**src/rtl/tsc_pkg.sv**
```systemverilog
package tsc_pkg;
  typedef struct packed {
    logic pc;
    logic pti;
    logic cti;
  } cause_t;
endpackage

```
**src/rtl/tsc_pc_match.sv**
```systemverilog
module tsc_pc_match #(
  parameter int PC_W  = 32,
  parameter int IGN_W = 5
) (
  input  logic [PC_W-1:0]  cur_pc,
  input  logic [PC_W-1:0]  trig_pc,
  input  logic [IGN_W-1:0] ignore,
  input  logic             sense,
  input  logic             valid,
  input  logic             enable,
  output logic             hit
);
  logic [PC_W-1:0] keep_mask;
  logic            in_range;

  always_comb begin
    keep_mask = {PC_W{1'b1}} << ignore;
    in_range  = ((cur_pc ^ trig_pc) & keep_mask) == '0;
    hit       = enable & valid & (in_range ^ sense);
  end
endmodule

```
**src/rtl/tsc_delay.sv**
```systemverilog
module tsc_delay #(
  parameter int DLY_W = 16
) (
  input  logic             clk,
  input  logic             rst_n,
  input  logic             load,
  input  logic [DLY_W-1:0] load_val,
  input  logic             running,
  input  logic             tick,
  output logic             expired
);
  logic [DLY_W-1:0] cnt_q, cnt_d;
  logic             cnt_en;

  always_comb begin
    expired = (cnt_q == '0);
    cnt_en  = load | (running & tick & ~expired);
    cnt_d   = load ? load_val : cnt_q - 1'b1;
  end

  always_ff @(posedge clk or negedge rst_n) begin
    if (!rst_n)      cnt_q <= '0;
    else if (cnt_en) cnt_q <= cnt_d;
  end

  assert_cnt_down_R6: assert property (@(posedge clk) disable iff (!rst_n)
    (running && !load && tick && cnt_q != '0) |=> cnt_q == $past(cnt_q) - 1'b1);
  assert_cnt_hold_R6: assert property (@(posedge clk) disable iff (!rst_n)
    (!load && !(running && tick)) |=> $stable(cnt_q));
endmodule

```
**src/rtl/tsc_wptr.sv**
```systemverilog
module tsc_wptr #(
  parameter int ADDR_W = 8,
  parameter int WRAP_W = 10
) (
  input  logic              clk,
  input  logic              rst_n,
  input  logic              restart,
  input  logic              clr_sat,
  input  logic              we,
  input  logic [ADDR_W-1:0] start_addr,
  input  logic [ADDR_W-1:0] end_addr,
  output logic [ADDR_W-1:0] addr,
  output logic [WRAP_W-1:0] wraps,
  output logic              sat
);
  logic [ADDR_W-1:0] addr_d;
  logic [WRAP_W-1:0] wraps_d;
  logic              sat_d, at_end, ptr_en;

  always_comb begin
    at_end  = (addr == end_addr);
    ptr_en  = restart | we;
    addr_d  = addr + 1'b1;
    wraps_d = wraps;
    sat_d   = sat;
    if (restart) begin
      addr_d  = start_addr;
      wraps_d = '0;
    end else if (we && at_end) begin
      addr_d  = start_addr;
      wraps_d = wraps + 1'b1;
      if (&wraps) sat_d = 1'b1;
    end
    if (clr_sat) sat_d = 1'b0;
  end

  always_ff @(posedge clk or negedge rst_n) begin
    if (!rst_n) begin
      addr  <= '0;
      wraps <= '0;
    end else if (ptr_en) begin
      addr  <= addr_d;
      wraps <= wraps_d;
    end
  end

  always_ff @(posedge clk or negedge rst_n) begin
    if (!rst_n) sat <= 1'b0;
    else        sat <= sat_d;
  end

  assert_wrap_to_start_R8: assert property (@(posedge clk) disable iff (!rst_n)
    (we && !restart && at_end) |=> addr == $past(start_addr));
  assert_sat_sticky_R9: assert property (@(posedge clk) disable iff (!rst_n)
    (sat && !clr_sat) |=> sat);
  assert_sat_on_roll_R9: assert property (@(posedge clk) disable iff (!rst_n)
    (we && !restart && at_end && (&wraps) && !clr_sat) |=> sat);
endmodule

```
**src/rtl/trace_stop_ctrl.sv**
```systemverilog
module trace_stop_ctrl #(
  parameter int PC_W   = 32,
  parameter int ADDR_W = 8,
  parameter int WRAP_W = 10,
  parameter int DLY_W  = 16
) (
  input  logic              clk,
  input  logic              rst_n,
  input  logic              trc_en,
  input  logic              stop_req,
  input  logic              pcm_en,
  input  logic              pti_en,
  input  logic              cti_en,
  input  logic              pc_sense,
  input  logic [4:0]        pc_ignore,
  input  logic [PC_W-1:0]   trig_pc,
  input  logic [PC_W-1:0]   cur_pc,
  input  logic              instr_valid,
  input  logic              word_wr,
  input  logic              cnt_by_instr,
  input  logic [DLY_W-1:0]  delay_cnt,
  input  logic [ADDR_W-1:0] start_addr,
  input  logic [ADDR_W-1:0] end_addr,
  input  logic              proc_trig_in,
  input  logic              cross_trig_in,
  input  logic              pto_on_trig,
  input  logic              pto_on_done,
  input  logic              cto_on_trig,
  input  logic              cto_on_done,
  output logic              active,
  output logic              triggered,
  output logic              cause_pc,
  output logic              cause_pti,
  output logic              cause_cti,
  output logic              mem_we,
  output logic [ADDR_W-1:0] mem_addr,
  output logic [WRAP_W-1:0] wrap_cnt,
  output logic              wrap_sat,
  output logic [4:0]        size_log2,
  output logic              proc_trig_out,
  output logic              cross_trig_out
);
  import tsc_pkg::*;

  localparam int SIZE_LOG2 = ADDR_W + 2;

  logic   en_q, en_rise, en_fall;
  logic   pc_hit, pti_hit, cti_hit, fire, done, tick, expired;
  logic   active_d, trig_d;
  cause_t cause_q, cause_d;

  tsc_pc_match #(.PC_W(PC_W), .IGN_W(5)) u_pcm (
    .cur_pc(cur_pc), .trig_pc(trig_pc), .ignore(pc_ignore),
    .sense(pc_sense), .valid(instr_valid), .enable(pcm_en), .hit(pc_hit)
  );

  tsc_delay #(.DLY_W(DLY_W)) u_dly (
    .clk(clk), .rst_n(rst_n), .load(fire), .load_val(delay_cnt),
    .running(active & triggered), .tick(tick), .expired(expired)
  );

  tsc_wptr #(.ADDR_W(ADDR_W), .WRAP_W(WRAP_W)) u_wptr (
    .clk(clk), .rst_n(rst_n), .restart(en_rise), .clr_sat(en_fall),
    .we(mem_we), .start_addr(start_addr), .end_addr(end_addr),
    .addr(mem_addr), .wraps(wrap_cnt), .sat(wrap_sat)
  );

  always_comb begin
    en_rise  = trc_en & ~en_q;
    en_fall  = ~trc_en & en_q;
    pti_hit  = pti_en & proc_trig_in;
    cti_hit  = cti_en & cross_trig_in;
    fire     = active & ~triggered & (stop_req | pc_hit | pti_hit | cti_hit);
    done     = active & triggered & expired;
    tick     = cnt_by_instr ? instr_valid : word_wr;
    mem_we   = active & word_wr;

    active_d = active;
    if (en_rise)              active_d = 1'b1;
    else if (en_fall || done) active_d = 1'b0;

    trig_d  = triggered;
    cause_d = cause_q;
    if (en_fall || en_rise) begin
      trig_d  = 1'b0;
      cause_d = '0;
    end else if (fire) begin
      trig_d      = 1'b1;
      cause_d.pc  = pc_hit;
      cause_d.pti = ~pc_hit & pti_hit;
      cause_d.cti = ~pc_hit & ~pti_hit & cti_hit;
    end
  end

  always_ff @(posedge clk or negedge rst_n) begin
    if (!rst_n) begin
      en_q      <= 1'b0;
      active    <= 1'b0;
      triggered <= 1'b0;
      cause_q   <= '0;
    end else begin
      en_q      <= trc_en;
      active    <= active_d;
      triggered <= trig_d;
      cause_q   <= cause_d;
    end
  end

  assign cause_pc       = cause_q.pc;
  assign cause_pti      = cause_q.pti;
  assign cause_cti      = cause_q.cti;
  assign size_log2      = 5'(SIZE_LOG2);
  assign proc_trig_out  = triggered & (pto_on_trig | (pto_on_done & ~active));
  assign cross_trig_out = triggered & (cto_on_trig | (cto_on_done & ~active));

  assert_start_R1: assert property (@(posedge clk) disable iff (!rst_n)
    (trc_en && !en_q) |=> (active && mem_addr == $past(start_addr)));
  assert_cause_onehot_R7: assert property (@(posedge clk) disable iff (!rst_n)
    $onehot0({cause_pc, cause_pti, cause_cti}));
  assert_cause_needs_trig_R7: assert property (@(posedge clk) disable iff (!rst_n)
    (cause_pc || cause_pti || cause_cti) |-> triggered);
  assert_cause_frozen_R7: assert property (@(posedge clk) disable iff (!rst_n)
    (triggered && trc_en && en_q) |=> $stable({cause_pc, cause_pti, cause_cti}));
  assert_stop_fires_R2: assert property (@(posedge clk) disable iff (!rst_n)
    (active && !triggered && stop_req && trc_en && en_q) |=> triggered);
  assert_fall_clears_R7: assert property (@(posedge clk) disable iff (!rst_n)
    (!trc_en && en_q) |=> (!triggered && !active));
endmodule

```
**config.mk**
```make
export PLATFORM = sky130hd
export DESIGN_NAME = trace_stop_ctrl
export DESIGN_NICKNAME = d
export VERILOG_FILES = /design/src/rtl/tsc_pkg.sv /design/src/rtl/tsc_pc_match.sv /design/src/rtl/tsc_delay.sv /design/src/rtl/tsc_wptr.sv /design/src/rtl/trace_stop_ctrl.sv
export SDC_FILE = /design/constraint.sdc
export NUM_CORES = 1
export LEC_CHECK = 0
export BUFFER_PORTS_ARGS = -buffer_cell sky130_fd_sc_hd__buf_4
export CAP_MARGIN = 20
export CORE_UTILIZATION = 42
export DETAILED_ROUTE_END_ITERATION = 8
export PLACE_DENSITY = 0.81
export SKIP_LAST_GASP = 1
export SLEW_MARGIN = 20
export SYNTH_ARGS = -nofsm -noshare
export SYNTH_HDL_FRONTEND = slang
export SYNTH_SLANG_ARGS = --single-unit
```
**constraint.sdc**
```tcl
create_clock -name clk -period 2.31 [get_ports clk]
set_input_delay 0 -clock clk [delete_from_list [all_inputs] [get_ports clk]]
set_output_delay 0 -clock clk [all_outputs]
set_load 0.02 [all_outputs]
```
Yosys cells after proc, flatten, opt, wreduce, memory -nomap -nowiden
Cells that the tools add are included.
- $add $sub $neg: 3
- multipliers: 0
- div/mod/pow operators: 0
- order comparisons: 0
- equal/unequal tests: 2
- shift-type cells: 1
- multiplexer cells: 16
- bitwise operators: 37
- reduce and logical (&&, ||, !) cells: 13
- operator list (kind ; count):
    32-bit bitwise AND ; 1
    32-bit zero test ; 1
    32-bit by 5-bit << shifter with 32-bit output, first input constant ; 1
    32-bit XOR ; 1
    1-bit bitwise AND ; 20
    10-bit 2-to-1 mux ; 2
    16-bit zero test ; 1
    16-bit 2-to-1 mux ; 1
    8-bit 2-to-1 mux ; 2
    16-bit by 1-bit subtractor with 16-bit output, second input constant ; 1
    10-bit by 1-bit adder with 10-bit output, second input constant ; 1
    10-bit AND reduction ; 1
    2-bit nonzero test ; 5
    1-bit 2-to-1 mux ; 9
    8-bit by 1-bit adder with 8-bit output, second input constant ; 1
    8-bit equality test ; 1
    1-bit inverter ; 7
    1-bit bitwise OR ; 7
    3-bit 2-to-1 mux ; 2
    3-bit AND reduction ; 1
    1-bit logical OR ; 2
    2-bit != test, second input constant ; 1
    2-bit AND reduction ; 1
    1-bit logical AND ; 1
    1-bit XOR ; 1
- register bits after elaboration: 41
- bits in latches: 0
- bits in writable memories: 0
- bits in read-only memories: 0
- word-level logic and storage cells: 82
- memories: 0

Depth between registers and ports, before layout
- depth after elaboration: 11
- depth in mapped cells: 10

By module
A second synthesis with hierarchy kept.
- cell total of the unflattened synthesis: 386
- area total of the unflattened synthesis: 3422.0 µm²
- by module, submodules not included (module ; times used ; cells an instance ; area an instance (µm²) ; seq. area each (µm²)):
    tsc_wptr ; 1 ; 139 ; 1313.8 ; 475.5
    tsc_delay ; 1 ; 110 ; 1031.0 ; 400.4
    tsc_pc_match ; 1 ; 88 ; 646.9 ; 0.0
    trace_stop_ctrl ; 1 ; 49 ; 430.4 ; 150.1

Least setup slack after synthesis
OpenSTA, ideal clock, no wires.
- kind: reg2reg
- from: reg u_dly.cnt_q[8]
- to: reg u_dly.cnt_q[11]
- setup time: 0.125 ns
- arrival: 2.418 ns
- slack: -0.233 ns
- stages on the path, launching flop included: 10
- cell sequence: dfrtp_1 or3_4 or4_1 o31ai_2 or3_1 or3_1 buf_4 nor4_1 xor2_1 mux2_4
- cells in the longest elaborated chain, start to end: 4
- ends and longest elaborated chain (what ; line ; text):
    start: declaration ; tsc_delay.sv:12 ; logic [DLY_W-1:0] cnt_q, cnt_d;
    start signal: assignment ; tsc_delay.sv:23 ; else if (cnt_en) cnt_q <= cnt_d;
    branches (longest 4 deep; another with 16-bit by 1-bit subtractor with 16-bit output) ; - ;
Parallel ways; which one is timed is not known.
A chain may end at the register's enable or synchronous reset.

Worst setup path in the final report
- from: reg u_dly.cnt_q[9]
- to: reg u_dly.cnt_q[12]
Same word-level chain as after synthesis.

==> impl_results.md <==
- Bufs on Longest Clock Path: 2
- Normalized max-slew margin: 47.5%
- Compound-Gate Fraction of Synth Area: 17.4%
- Placed Area: 4510 um2
- Wirelength, routed: 9.49 mm
- Most used DFF post-synth: dfrtp_1
- Status: finished, violations left
- Required @ worst endpoint: 2490 ps
- Initial antenna violation count: 0
- Min-delay src: delay_cnt[14]
- Worst Hold Path EP: u_dly.cnt_q[14]$_DFFE_PN0P_
- Synthesis-to-finish area growth: 62.9%
- Final setup violation count: 14
- Worst R2R Start: u_dly.cnt_q[9]$_DFFE_PN0P_
- Sw frac: 34.8%
- Worst-Skew Late Latency: 290 ps
- Initial DRC Count: 127
- Vias in the first global route: 3,297
- Synth cell types: 56
- Final instance area: 4950 um2
- Final Hold Fails: 0
- Critical path capture point type: flip-flop
- CP Launch Type: flip-flop
- Share of post-route cells with drive strength above 1: 44.7%
- Nets: 657
- Failing checks: negative setup slack
- Root Buffer: clkbuf_8
- Crit Path Category: flip-flop to flip-flop
- Clock Skews: 7.14 ps
- Mapped cell area: 3040 um2
- FP Rows: 30
- Number of port buffers: 144
- GRT Total Usage: 24.8%
- Fill cells: 522
- Fraction of synthesized area in multiplexers: 8.03%
- DR WL/cell: 15.0 um
- Leakage power: 2.34 nW
- # DRC: 0
- Synth Area in XOR/XNOR: 17.2%
- Vias: 3,316
- Worst setup margin: -211 ps
- Synth Area in Simple Gates: 16.3%
- CP max FO: 5
- Syn Inst Count: 333
- CTS Buf Count: 5
- Syn Area/Cell: 9.13 um2
- Crit path DAT: 2700 ps
- Final Util: 71.7%
- Pwr Density: 639 nW/um2
- Least-Margin Pin Slew: 786 ps
- Most common cell after layout, fill and taps aside: buf_4
- Hpwl dp: 7.05 mm
- Final min period: 2520 ps
- Final period util: 109%
- Worst vdd ir: 0.000285 V
- Pint: 2.06 mW
- Total core area: 6910 um2
- Sequential fraction of design power: 32.4%
- Number of max-cap violations: 0
- Worst min-delay path category: primary input to flip-flop
- Synth warn: 0
- Hold depth: 3
- Most frequent cells in the layout: buf_4 (186), dfrtp_1 (41), xnor2_1 (31)
- Largest family of logic cells by synthesized area: compound AO/OA/AOI/OAI gates
- Global route overflow: 0
- Pre-Repair DR Iteration Count: 5
- RSZ-0062 raised after global routing: true
- H-tree lvl count: 2
- R2R setup slack: -210 ps
- Initial core utilization: 44.0%
- Max Clock Freq: 397 MHz
- Die ar.: 7580 um2
- Seq/Total Area, Yosys: 33.8%
- IO Count: 150
- P_sw: 1.10 mW
- Pre-CTS WS: -183 ps
- GP Congestion: 0.842
- Worst Reg2Reg Path Length in Cells: 8
- Antenna diode count: 0
- Yosys reg bits: 41
- CTS Sinks: 41
- CTS clk-pin slew, worst paths: 80 ps
- Tot Pwr: 3.16 mW
- Max Slew Vio Count: 0
- Largest net degree at the start of global routing: 42
- Clk pwr share: 19.1%
- Worst r2r dst: u_dly.cnt_q[12]$_DFFE_PN0P_
- Asr flop ratio synth: 100%
- Routed Antenna Nets: 0
- First-pass GRT wire length: 14.6 mm
- Die Width: 87.1 um
- Die height: 87.1 um
- Adder-cell share of the synthesized area: 2.39%
- Combinational share of power: 48.5%
- EDFF count, synth: 0
- CTS tree: built
- Via density: 5.26
==> worst max path at each step <==
stage,end,from,slack [ps],cells after the start
2_1_floorplan,u_dly.cnt_q[11]$_DFFE_PN0P_,u_dly.cnt_q[2]$_DFFE_PN0P_,-130,9
3_3_place_gp,u_dly.cnt_q[11]$_DFFE_PN0P_,u_dly.cnt_q[11]$_DFFE_PN0P_,-100,8
3_5_place_dp,u_dly.cnt_q[11]$_DFFE_PN0P_,u_dly.cnt_q[11]$_DFFE_PN0P_,-180,8
4_1_cts,u_dly.cnt_q[13]$_DFFE_PN0P_,u_dly.cnt_q[4]$_DFFE_PN0P_,-150,8
5_1_grt,u_dly.cnt_q[11]$_DFFE_PN0P_,u_dly.cnt_q[9]$_DFFE_PN0P_,-260,8
6_report,u_dly.cnt_q[12]$_DFFE_PN0P_,u_dly.cnt_q[9]$_DFFE_PN0P_,-210,8
==> flip-flops by register name, indices dropped and copies added, names as in the netlist <==
name,flops
u_dly.cnt_q,16
u_wptr.wraps,10
u_wptr.addr,8
active,1
cause_cti,1
cause_pc,1
cause_pti,1
en_q,1
triggered,1
u_wptr.sat,1
==> stage by stage <==
| step | TNS (ps) | instances | hold WS [ps] |
|---|---|---|---|
| floorplan | -783 | 336 | -296 |
| global placement | -790 | 600 | 10.4 |
| detailed placement | -1720 | 600 | 19.6 |
| CTS | -1680 | 628 | 10.6 |
| global route | -3140 | 631 | 9.54 |
| finish | -2610 | 631 | 19.8 |
==> cell type report <==
| class | instances | area (um2) | area share (%) |
|---|---|---|---|
| timing repair buffer | 207 | 1620 | 32.7 |
| clock buffer | 6 | 82.6 | 1.67 |
| clock inverter | 2 | 37.5 | 0.758 |
| multi-input combinational | 268 | 2020 | 40.9 |
| tap | 96 | 120 | 2.43 |
| sequential | 41 | 1030 | 20.7 |
| inverter | 11 | 41.3 | 0.834 |
==> layer usage <==
| metal | GRT usage (%) | vias up | wire, um |
|---|---|---|---|
| met4 | 11.1 | 0 | 319 |
| li1 | - | 1576 | - |
| met2 | 48.4 | 176 | 5020 |
| met3 | 4.83 | 33 | 654 |
| met1 | 25.4 | 1531 | 3490 |
| met5 | 0 | - | 0 |
==> timing repair <==
item	4_1_cts	5_1_grt
setup endpoints to repair	14	17
hold buffers	19	0
pin swaps	8	8
endpoints found under the hold margin	59	0
buffers inserted	1	3
resized for setup	9	12
==> cells in the mapped netlist (2+ instances only) <==
library cell / n / share of area (%)
a32o_1: 2 / 0.66
ha_1: 5 / 2.1
and2_1: 3 / 0.62
mux2_2: 7 / 2.6
nand3_1: 9 / 1.5
nand4_1: 2 / 0.41
a211oi_1: 3 / 0.74
xnor2_1: 32 / 9.2
nor3_1: 8 / 1.3
o21ai_0: 13 / 2.1
clkbuf_1: 4 / 0.49
o22ai_1: 5 / 1.0
conb_1: 2 / 0.25
a21oi_1: 21 / 3.5
mux2_4: 7 / 3.5
xor2_1: 26 / 7.5
o22a_1: 5 / 1.4
inv_1: 11 / 1.4
buf_4: 7 / 1.7
buf_2: 4 / 0.66
a31oi_1: 7 / 1.4
or3_1: 9 / 1.9
dfrtp_1: 41 / 34
o21a_1: 3 / 0.74
mux2i_1: 6 / 2.0
nor4_1: 3 / 0.62
and3_1: 9 / 1.9
o211ai_1: 3 / 0.74
a21o_1: 2 / 0.49
nor2_1: 30 / 3.7
nand2_1: 18 / 2.2
or2_2: 2 / 0.41
==> cells by family (layout without fill, tap and decap cells) <==
logic type | count (synthesis) | after routing
AO/OA/AOI/OAI | 79 | 79
multiplexers | 20 | 20
other | 2 | 5
AND/OR/NAND/NOR | 99 | 99
buffers and inverters | 27 | 226
flip-flops | 41 | 41
XOR/XNOR | 59 | 59
adder cells (fa/ha/maj) | 6 | 6
==> power by group through the flow <==
stage	Sequential (mW)	Clock, mW	Combinational [mW]
after global placement	1.01	0	1.37
after detailed placement	1.02	0	1.42
after global routing	1.04	0.644	1.64
after CTS	1.01	0.620	1.48
after floorplan	1.14	0	0.617
final	1.02	0.604	1.54
==> critical path, cell delays in order (launching register included) <==
cell     delay (ps)
dfrtp_1         390
or3_1           410
or4_4           540
or2_4           270
o21a_4          240
nand3_4         100
nor2_1           70
xor2_1          140
mux2_4          260
No activity file was read; power rests on OpenSTA's default activity.
